[config.mk]
export PLATFORM = sky130hd
export DESIGN_NAME = gpio_edge_irq
export DESIGN_NICKNAME = d
export VERILOG_FILES = /design/src/rtl/gpei_pkg.sv /design/src/rtl/gpei_bank.sv /design/src/rtl/gpei_irq_merge.sv /design/src/rtl/gpio_edge_irq.sv
export SDC_FILE = /design/constraint.sdc
export NUM_CORES = 1
export LEC_CHECK = 0
export BUFFER_PORTS_ARGS = -buffer_cell sky130_fd_sc_hd__buf_2
export CAP_MARGIN = 20
export CORE_UTILIZATION = 58
export DETAILED_ROUTE_END_ITERATION = 10
export GPL_TIMING_DRIVEN = 1
export HOLD_SLACK_MARGIN = 0.1
export PLACE_DENSITY = 0.87
export SYNTH_ARGS = -nofsm -noshare
export SYNTH_HDL_FRONTEND = slang
export SYNTH_HIERARCHICAL = 1
export SYNTH_SLANG_ARGS = --single-unit
[constraint.sdc]
create_clock -name clk -period 3 [get_ports clk]
set_input_delay 0.9 -clock clk [delete_from_list [all_inputs] [get_ports clk]]
set_output_delay 0.9 -clock clk [all_outputs]
set_load 0.05 [all_outputs]
[src/rtl/gpei_pkg.sv]
package gpei_pkg;
  typedef enum logic [1:0] {
    KIND_RISE = 2'd0,
    KIND_FALL = 2'd1,
    KIND_STAT = 2'd2,
    KIND_NONE = 2'd3
  } reg_kind_e;
endpackage

[src/rtl/gpei_bank.sv]
module gpei_bank #(
  parameter int              W         = 32,
  parameter logic [W-1:0]    WAKE_MASK = '0
) (
  input  logic         clk,
  input  logic         rst_n,
  input  logic         armed,
  input  logic [W-1:0] level,
  input  logic [W-1:0] dir,
  input  logic         halted,
  input  logic         rise_we,
  input  logic         fall_we,
  input  logic         stat_we,
  input  logic [W-1:0] wdata,
  output logic [W-1:0] rise_en,
  output logic [W-1:0] fall_en,
  output logic [W-1:0] status,
  output logic         wake_hit
);
  logic [W-1:0] prev;
  logic [W-1:0] change, set_v, clr_v;

  always_comb begin
    change   = armed ? (level ^ prev) : '0;
    set_v    = ((change & level & rise_en) | (change & ~level & fall_en)) & ~dir;
    clr_v    = stat_we ? wdata : '0;
    wake_hit = halted && ((change & ~dir & WAKE_MASK) != '0);
  end

  always_ff @(posedge clk) begin
    if (!rst_n) begin
      prev    <= '0;
      rise_en <= '0;
      fall_en <= '0;
      status  <= '0;
    end else begin
      prev <= level;
      if (rise_we) rise_en <= wdata;
      if (fall_we) fall_en <= wdata;
      status <= (status & ~clr_v) | set_v;
    end
  end
endmodule

[src/rtl/gpei_irq_merge.sv]
module gpei_irq_merge #(
  parameter int NUM_BANKS = 4,
  parameter int BANK_W    = 32
) (
  input  logic                        clk,
  input  logic                        rst_n,
  input  logic [NUM_BANKS*BANK_W-1:0] status_flat,
  input  logic [NUM_BANKS-1:0]        wake_hits,
  output logic                        irq_pin0,
  output logic                        irq_pin1,
  output logic                        irq_shared,
  output logic                        wake_req
);
  localparam int TOTAL = NUM_BANKS * BANK_W;

  always_ff @(posedge clk) begin
    if (!rst_n) begin
      irq_pin0   <= 1'b0;
      irq_pin1   <= 1'b0;
      irq_shared <= 1'b0;
      wake_req   <= 1'b0;
    end else begin
      irq_pin0   <= status_flat[0];
      irq_pin1   <= status_flat[1];
      irq_shared <= |status_flat[TOTAL-1:2];
      wake_req   <= |wake_hits;
    end
  end
endmodule

[src/rtl/gpio_edge_irq.sv]
module gpio_edge_irq
  import gpei_pkg::*;
#(
  parameter int NUM_BANKS = 4,
  parameter int BANK_W    = 32,
  parameter int ADDR_W    = 4 + ((NUM_BANKS > 1) ? $clog2(NUM_BANKS) : 1),
  parameter logic [NUM_BANKS*BANK_W-1:0] WAKE_MAP =
    {32'h0012_007F, 32'hEC08_0000, 32'h0020_01FC, 32'h8003_FE1B}
) (
  input  logic                        clk,
  input  logic                        rst_n,
  input  logic [NUM_BANKS*BANK_W-1:0] pin_level,
  input  logic [NUM_BANKS*BANK_W-1:0] pin_dir,
  input  logic                        core_halted,
  input  logic                        wr_en,
  input  logic                        rd_en,
  input  logic [ADDR_W-1:0]           addr,
  input  logic [BANK_W-1:0]           wdata,
  output logic [BANK_W-1:0]           rdata,
  output logic                        irq_pin0,
  output logic                        irq_pin1,
  output logic                        irq_shared,
  output logic                        wake_req
);
  localparam int BANK_BITS = (NUM_BANKS > 1) ? $clog2(NUM_BANKS) : 1;
  localparam int TOTAL     = NUM_BANKS * BANK_W;

  reg_kind_e            kind;
  logic [BANK_BITS-1:0] bank_sel;
  logic                 armed;
  logic [BANK_W-1:0]    rise_q [NUM_BANKS];
  logic [BANK_W-1:0]    fall_q [NUM_BANKS];
  logic [BANK_W-1:0]    stat_q [NUM_BANKS];
  logic [NUM_BANKS-1:0] wake_hits;
  logic [TOTAL-1:0]     status_flat;
  logic [BANK_W-1:0]    rd_val;
  logic                 unused_addr_lsb;

  assign kind            = reg_kind_e'(addr[2+BANK_BITS +: 2]);
  assign bank_sel        = addr[2 +: BANK_BITS];
  assign unused_addr_lsb = &{1'b0, addr[1:0]};

  // First cycle after reset has no trusted history; suppress edges then.
  always_ff @(posedge clk) begin
    if (!rst_n) armed <= 1'b0;
    else        armed <= 1'b1;
  end

  for (genvar b = 0; b < NUM_BANKS; b++) begin : g_bank
    logic sel;
    assign sel = (bank_sel == BANK_BITS'(b));

    gpei_bank #(
      .W        (BANK_W),
      .WAKE_MASK(WAKE_MAP[b*BANK_W +: BANK_W])
    ) u_bank (
      .clk     (clk),
      .rst_n   (rst_n),
      .armed   (armed),
      .level   (pin_level[b*BANK_W +: BANK_W]),
      .dir     (pin_dir[b*BANK_W +: BANK_W]),
      .halted  (core_halted),
      .rise_we (wr_en && sel && (kind == KIND_RISE)),
      .fall_we (wr_en && sel && (kind == KIND_FALL)),
      .stat_we (wr_en && sel && (kind == KIND_STAT)),
      .wdata   (wdata),
      .rise_en (rise_q[b]),
      .fall_en (fall_q[b]),
      .status  (stat_q[b]),
      .wake_hit(wake_hits[b])
    );

    assign status_flat[b*BANK_W +: BANK_W] = stat_q[b];
  end

  always_comb begin
    rd_val = '0;
    for (int b = 0; b < NUM_BANKS; b++) begin
      if (bank_sel == BANK_BITS'(b)) begin
        case (kind)
          KIND_RISE: rd_val = rise_q[b];
          KIND_FALL: rd_val = fall_q[b];
          KIND_STAT: rd_val = stat_q[b];
          default:   rd_val = '0;
        endcase
      end
    end
  end

  always_ff @(posedge clk) begin
    if (!rst_n)     rdata <= '0;
    else if (rd_en) rdata <= rd_val;
  end

  gpei_irq_merge #(
    .NUM_BANKS(NUM_BANKS),
    .BANK_W   (BANK_W)
  ) u_merge (
    .clk        (clk),
    .rst_n      (rst_n),
    .status_flat(status_flat),
    .wake_hits  (wake_hits),
    .irq_pin0   (irq_pin0),
    .irq_pin1   (irq_pin1),
    .irq_shared (irq_shared),
    .wake_req   (wake_req)
  );
endmodule

-- Yosys cells after proc, flatten, opt, wreduce, memory -nomap -nowiden
Cells that the tools add are included.
- equality and inequality tests: 5
- mux-type cells: 17
- bitwise operators: 52
- reduce and logical (&&, ||, !) cells: 28
- operators with widths (kind ; count):
    bitwise AND 32 bit ; 26
    2-to-1 mux 32 bit ; 12
    NOT 32 bit ; 12
    case mux 32 bit (3 select lines) ; 4
    OR 32 bit ; 8
    nonzero test 32 bit ; 4
    bitwise XOR 32 bit ; 4
    OR reduction 126 bit ; 1
    bitwise AND 22 bit ; 1
    bitwise AND 21 bit ; 1
    logical AND 1 bit ; 20
    equality test 2 bit, second input constant ; 3
    equality test 2 x 1 -> 1 bit, second input constant ; 2
    zero test 2 bit ; 2
    OR reduction 4 bit ; 1
    2-to-1 mux 1 bit ; 1
- register bits after elaboration: 549
- input bits: 299
- output and inout bits: 36
- logic and storage cells: 124

-- Logic depth before layout (Yosys ltp)
- word-level depth: 7
- mapped depth: 10
- gate-level depth less buffers: 7

-- Cells and area by module
Netlist, hierarchy kept.
- by module, submodules not included (module ; instances ; cells each ; area each (um2) ; sequential area each (um2)):
    gpei_bank (g_bank[2].u_bank) ; 1 ; 518 ; 5375.2 ; 2562.5
    gpei_bank (g_bank[3].u_bank) ; 1 ; 557 ; 5366.4 ; 2562.5
    gpei_bank (g_bank[1].u_bank) ; 1 ; 550 ; 5327.6 ; 2562.5
    gpei_bank (g_bank[0].u_bank) ; 1 ; 545 ; 5311.3 ; 2562.5
    gpio_edge_irq ; 1 ; 634 ; 4580.6 ; 660.6
    gpei_irq_merge ; 1 ; 50 ; 377.9 ; 80.1

-- Worst setup path after synthesis
No wires, ideal clock.
- path type: input -> register
- start: input addr[3]
- end: register g_bank[2].u_bank.status[10]
- setup time: 115 ps
- arrival: 2274 ps
- required time: 2885 ps
- path slack: 612 ps
- stages on the path: 8
- buffers on the path: 3
- path through: buf_6 buf_2 nor2b_1 nand2_1 nor3_1 clkbuf_1 a21boi_0 o21a_1
- cells in the longest elaborated chain, start to end: 7
- RTL lines (element ; line ; source):
    from (decl) ; gpio_edge_irq.sv:17 ; input logic [ADDR_W-1:0] addr,
    equality test 2 bit ; gpio_edge_irq.sv:51 ; assign sel = (bank_sel == BANK_BITS'(b));
    logical AND 1 bit (2 in a row) ; gpio_edge_irq.sv:65 ; .stat_we (wr_en && sel && (kind == KIND_STAT)),
    2-to-1 mux 32 bit ; gpei_bank.sv:26 ; clr_v = stat_we ? wdata : '0;
    NOT 32 bit ; gpei_bank.sv:40 ; status <= (status & ~clr_v) | set_v;
    bitwise AND 32 bit ; gpei_bank.sv:40 ;
    OR 32 bit ; gpei_bank.sv:40 ;
    to (signal assigned) ; gpei_bank.sv:40 ;
    to (decl) ; gpei_bank.sv:17 ; output logic [W-1:0] status,
No other way between the ends.
A chain may end at the register's enable or synchronous reset.

-- Worst setup path in the final report
- start: register g_bank[2].u_bank.status[20]
- end: register u_merge.irq_shared
- cells in the longest elaborated chain, start to end: 1
- RTL lines (element ; line ; source):
    OR reduction 126 bit ; gpei_irq_merge.sv:25 ; irq_shared <= |status_flat[TOTAL-1:2];
    to (signal assigned) ; gpei_irq_merge.sv:25 ;
    to (decl) ; gpei_irq_merge.sv:11 ; output logic irq_shared,
No other way between the ends.

==> run_results.csv <==
group,metric,value,unit
run_status,status,"completed",
synth,synth_seq_cells,549,
finish,fillers,3457,
floorplanning,core,44510,sq um
setup_path,setup.worst_path.class,"register to register",
timing,achievable-frequency,0.4002,GHz
timing,whs,0.4736,ns
synth,synthesis.nets,3153,
finish,mostFrequentLayoutCells,"sky130_fd_sc_hd__dfxtp_1, sky130_fd_sc_hd__mux2i_1, sky130_fd_sc_hd__buf_2",
floorplanning,die_width,215.1,um
synth,post_synth_edffs,0,
timing,timing.final.setup_violations,0,
finish,seq_area,10990,sq um
pwr,internal_power,12140,uW
clocking,clock_tree.buffer_depth,3,
pwr,comb_power_share,10.9,%
grt,gr-total-overflow,0,
pwr,ir_worst_vdd,417.3,uV
timing,timing.max_slew.rel_slack,33.01,%
finish,area_delta_synth_final,16.32,%
clocking,hold_buffers,0,
flow_run,drv_cap,0,
synth,async_flop_share,0,%
finish,design.final.nets,3457,
synth,yosysSeqAreaShare,41.73,%
drt,route.detailed.vias_per_inst,6.254,
timing,rsz0062_at_grt,"false",
setup_path,critical_path_arrival,2.94,ns
setup_path,worstSetupStartpointType,"register",
drt,route.detailed.drc,0,
grt,grt_antenna_before_repair,4,
drt,initialDrtViolationCount,3070,
floorplanning,die_height,215.1,um
setup_path,worst-r2r-setup-slack,0.50,ns
timing,min_period,2.498,ns
pwr,power_switching_share,25.81,%
timing,tns,0,ns
pwr,total_switching_power,4224,uW
pwr,power_frac_seq,46.4,%
finish,mostFrequentLayoutCell,"sky130_fd_sc_hd__dfxtp_1",
place,dpl.hpwl,67.48,mm
finish,multi_input_area,14100,sq um
place,routabilityCongestion,1.002,
synth,average_instance_area_after_synthesis,9.229,sq um
hold_path,min_path_type,"register to register",
floorplanning,ios,335,
grt,number_of_global_route_vias_before_repair,22950,
clocking,post_cts_buffers,0,
setup_path,worst_setup_path_startpoint,"g_bank[2].u_bank/status[20]$_SDFF_PN0_",
synth,synth.yosys.warnings,6,
grt,grt_max_degree,210,
clocking,clk_pin_slew,0.06,ns
place,buffer_ports.inserted,332,
timing,slew_violations,0,
hold_path,min_from,"rdata[31]$_SDFFE_PN0P_",
pwr,leakage_power,0.01111,uW
floorplanning,starting_density_of_the_core,59.18,%
clocking,root_buffer,"sky130_fd_sc_hd__clkbuf_16",
timing,final_min_period_over_clock_period,83.28,%
grt,grt_pass1_wl,140.5,mm
timing,clock_skew,0.01592,ns
drt,drt_pass1_iterations,5,
drt,wire_per_inst,25.19,um
clocking,clkSinkCount,549,
clocking,post_cts_resize_count,0,
grt,total_routing_usage_gr,40.15,%
pwr,pwr_density_cell,534.1,nW/um^2
floorplanning,rows,77,
setup_path,reg2reg_from,"g_bank[2].u_bank/status[20]$_SDFF_PN0_",
floorplanning,die_area,46270,sq um
synth,yosysUniqueCellTypes,52,
timing,final-hold-violation-count,0,
setup_path,cp_data_required_time,3.44,ns
clocking,worstSkewPairLatency,0.63,ns
setup_path,critical_path_peak_fanout,3,
drt,detailroute.via_count,23760,
clocking,cts_htree_levels,2,
timing,max_slew.worst_pin.slew,0.9957,ns
pwr,power.clock.fraction,42.7,%
synth,post_synth_inst_count,2854,
finish,post_route_cells_drive_above_1_share,16.73,%
clocking,cts_tree,"built",
drt,routed_wirelength,95.70,mm
drt,route.antenna.remaining_nets,0,
synth,post_syn_area,26340,sq um
clocking,cts_buffers,55,
setup_path,setup.worst_path.end_class,"register",
synth,synth_ff_type,"sky130_fd_sc_hd__dfxtp_1",
==> layer usage <==
layer  GRT usage, %  routed length (um)
met1          51.67               36670
met2          60.15               41050
met3          7.813               10330
met4          29.03                7661
met5              0                   0
==> final cells by class <==
type | count | area share [%]
inverter | 67 | 0.8209
sequential | 549 | 35.89
clock inverter | 11 | 0.2695
antenna | 4 | 0.03267
clock buffer | 91 | 5.693
multi-input combinational | 2057 | 46.02
tap | 592 | 2.418
timing repair buffer | 428 | 8.858
==> sequential cells by signal (all words and copies together) (netlist names) <==
signal	count
u_merge/wake_req	1
rdata	32
u_merge/irq_pin1	1
g_bank.u_bank/status	128
g_bank.u_bank/rise_en	128
armed	1
u_merge/irq_shared	1
u_merge/irq_pin0	1
g_bank.u_bank/fall_en	128
g_bank.u_bank/prev	128
==> kinds of logic (layout without fill, tap and decap cells) <==
group	Yosys count	count (layout)	share of synthesized area [%]
other	0	4	0
buffers and inverters	248	597	5.026
and+or+nand+nor	1089	1089	23.76
DFF	549	549	41.73
xor gates and xnor gates	37	37	1.230
AOI/OAI and AO/OA	534	534	13.17
muxes	397	397	15.09
==> worst max-delay path: stages (launching register included) <==
cell	delay, ns
sky130_fd_sc_hd__dfxtp_1	0.33
sky130_fd_sc_hd__nor4_1	0.47
sky130_fd_sc_hd__nand4_1	0.32
sky130_fd_sc_hd__nor4_1	0.92
sky130_fd_sc_hd__a21boi_1	0.27
==> metrics by stage <==
stage          total power [uW]  utilization (%)  setup WS, ns  instance area, sq um  std cells
6_report                  16360            68.83        0.5015                 30640       3799
3_5_place_dp               9460            64.70        0.2782                 28800       3693
3_3_place_gp               9420            64.70        0.3435                 28800       3693
5_1_grt                   16740            68.81        0.6501                 30630       3796
4_1_cts                   16310            68.81        0.7345                 30630       3795
2_1_floorplan              8587                -        0.6119                 26340       2854
==> cells in the mapped netlist (all sizes together) (2+ instances only) <==
library cell / count / area share [%]
or2b: 2 / 0.057
a32oi: 76 / 2.5
a21boi: 55 / 1.6
nor2: 15 / 0.28
nand3b: 183 / 5.2
nand4: 19 / 0.45
a221oi: 2 / 0.067
nand4b: 2 / 0.067
o21a: 32 / 0.91
nor2b: 329 / 7.8
nor3: 5 / 0.095
o31ai: 19 / 0.54
o41a: 2 / 0.086
o21bai: 2 / 0.057
nor4: 33 / 0.81
mux2i: 397 / 15
clkbuf: 72 / 1.0
a2bb2oi: 6 / 0.20
a211oi: 2 / 0.057
xor2: 18 / 0.60
inv: 67 / 0.95
nand2: 306 / 4.4
o22ai: 11 / 0.29
o211ai: 51 / 1.5
o21ai: 165 / 3.1
buf: 109 / 3.0
a31oi: 10 / 0.24
nand3: 6 / 0.11
dfxtp: 549 / 42
a21oi: 97 / 1.8
xnor2: 19 / 0.63
nand2b: 35 / 0.83
and2: 151 / 3.6
==> power groups by stage <==
stage	sequential (uW)	clock (uW)	combinational, uW
detailed placement	7740	0	1720
CTS	7580	7000	1730
global route	7600	7310	1830
finish	7590	6990	1780
global placement	7730	0	1690
floorplan	7780	0	802
==> path summary, 6_finish.rpt <==
kind | cells after the start | endpoint
max | 4 | u_merge/irq_shared$_SDFF_PN0_
min | 2 | rdata[31]$_SDFFE_PN0P_
max reg2reg | 4 | u_merge/irq_shared$_SDFF_PN0_
min reg2reg | 2 | rdata[31]$_SDFFE_PN0P_
(Power assumes the default switching activity.)
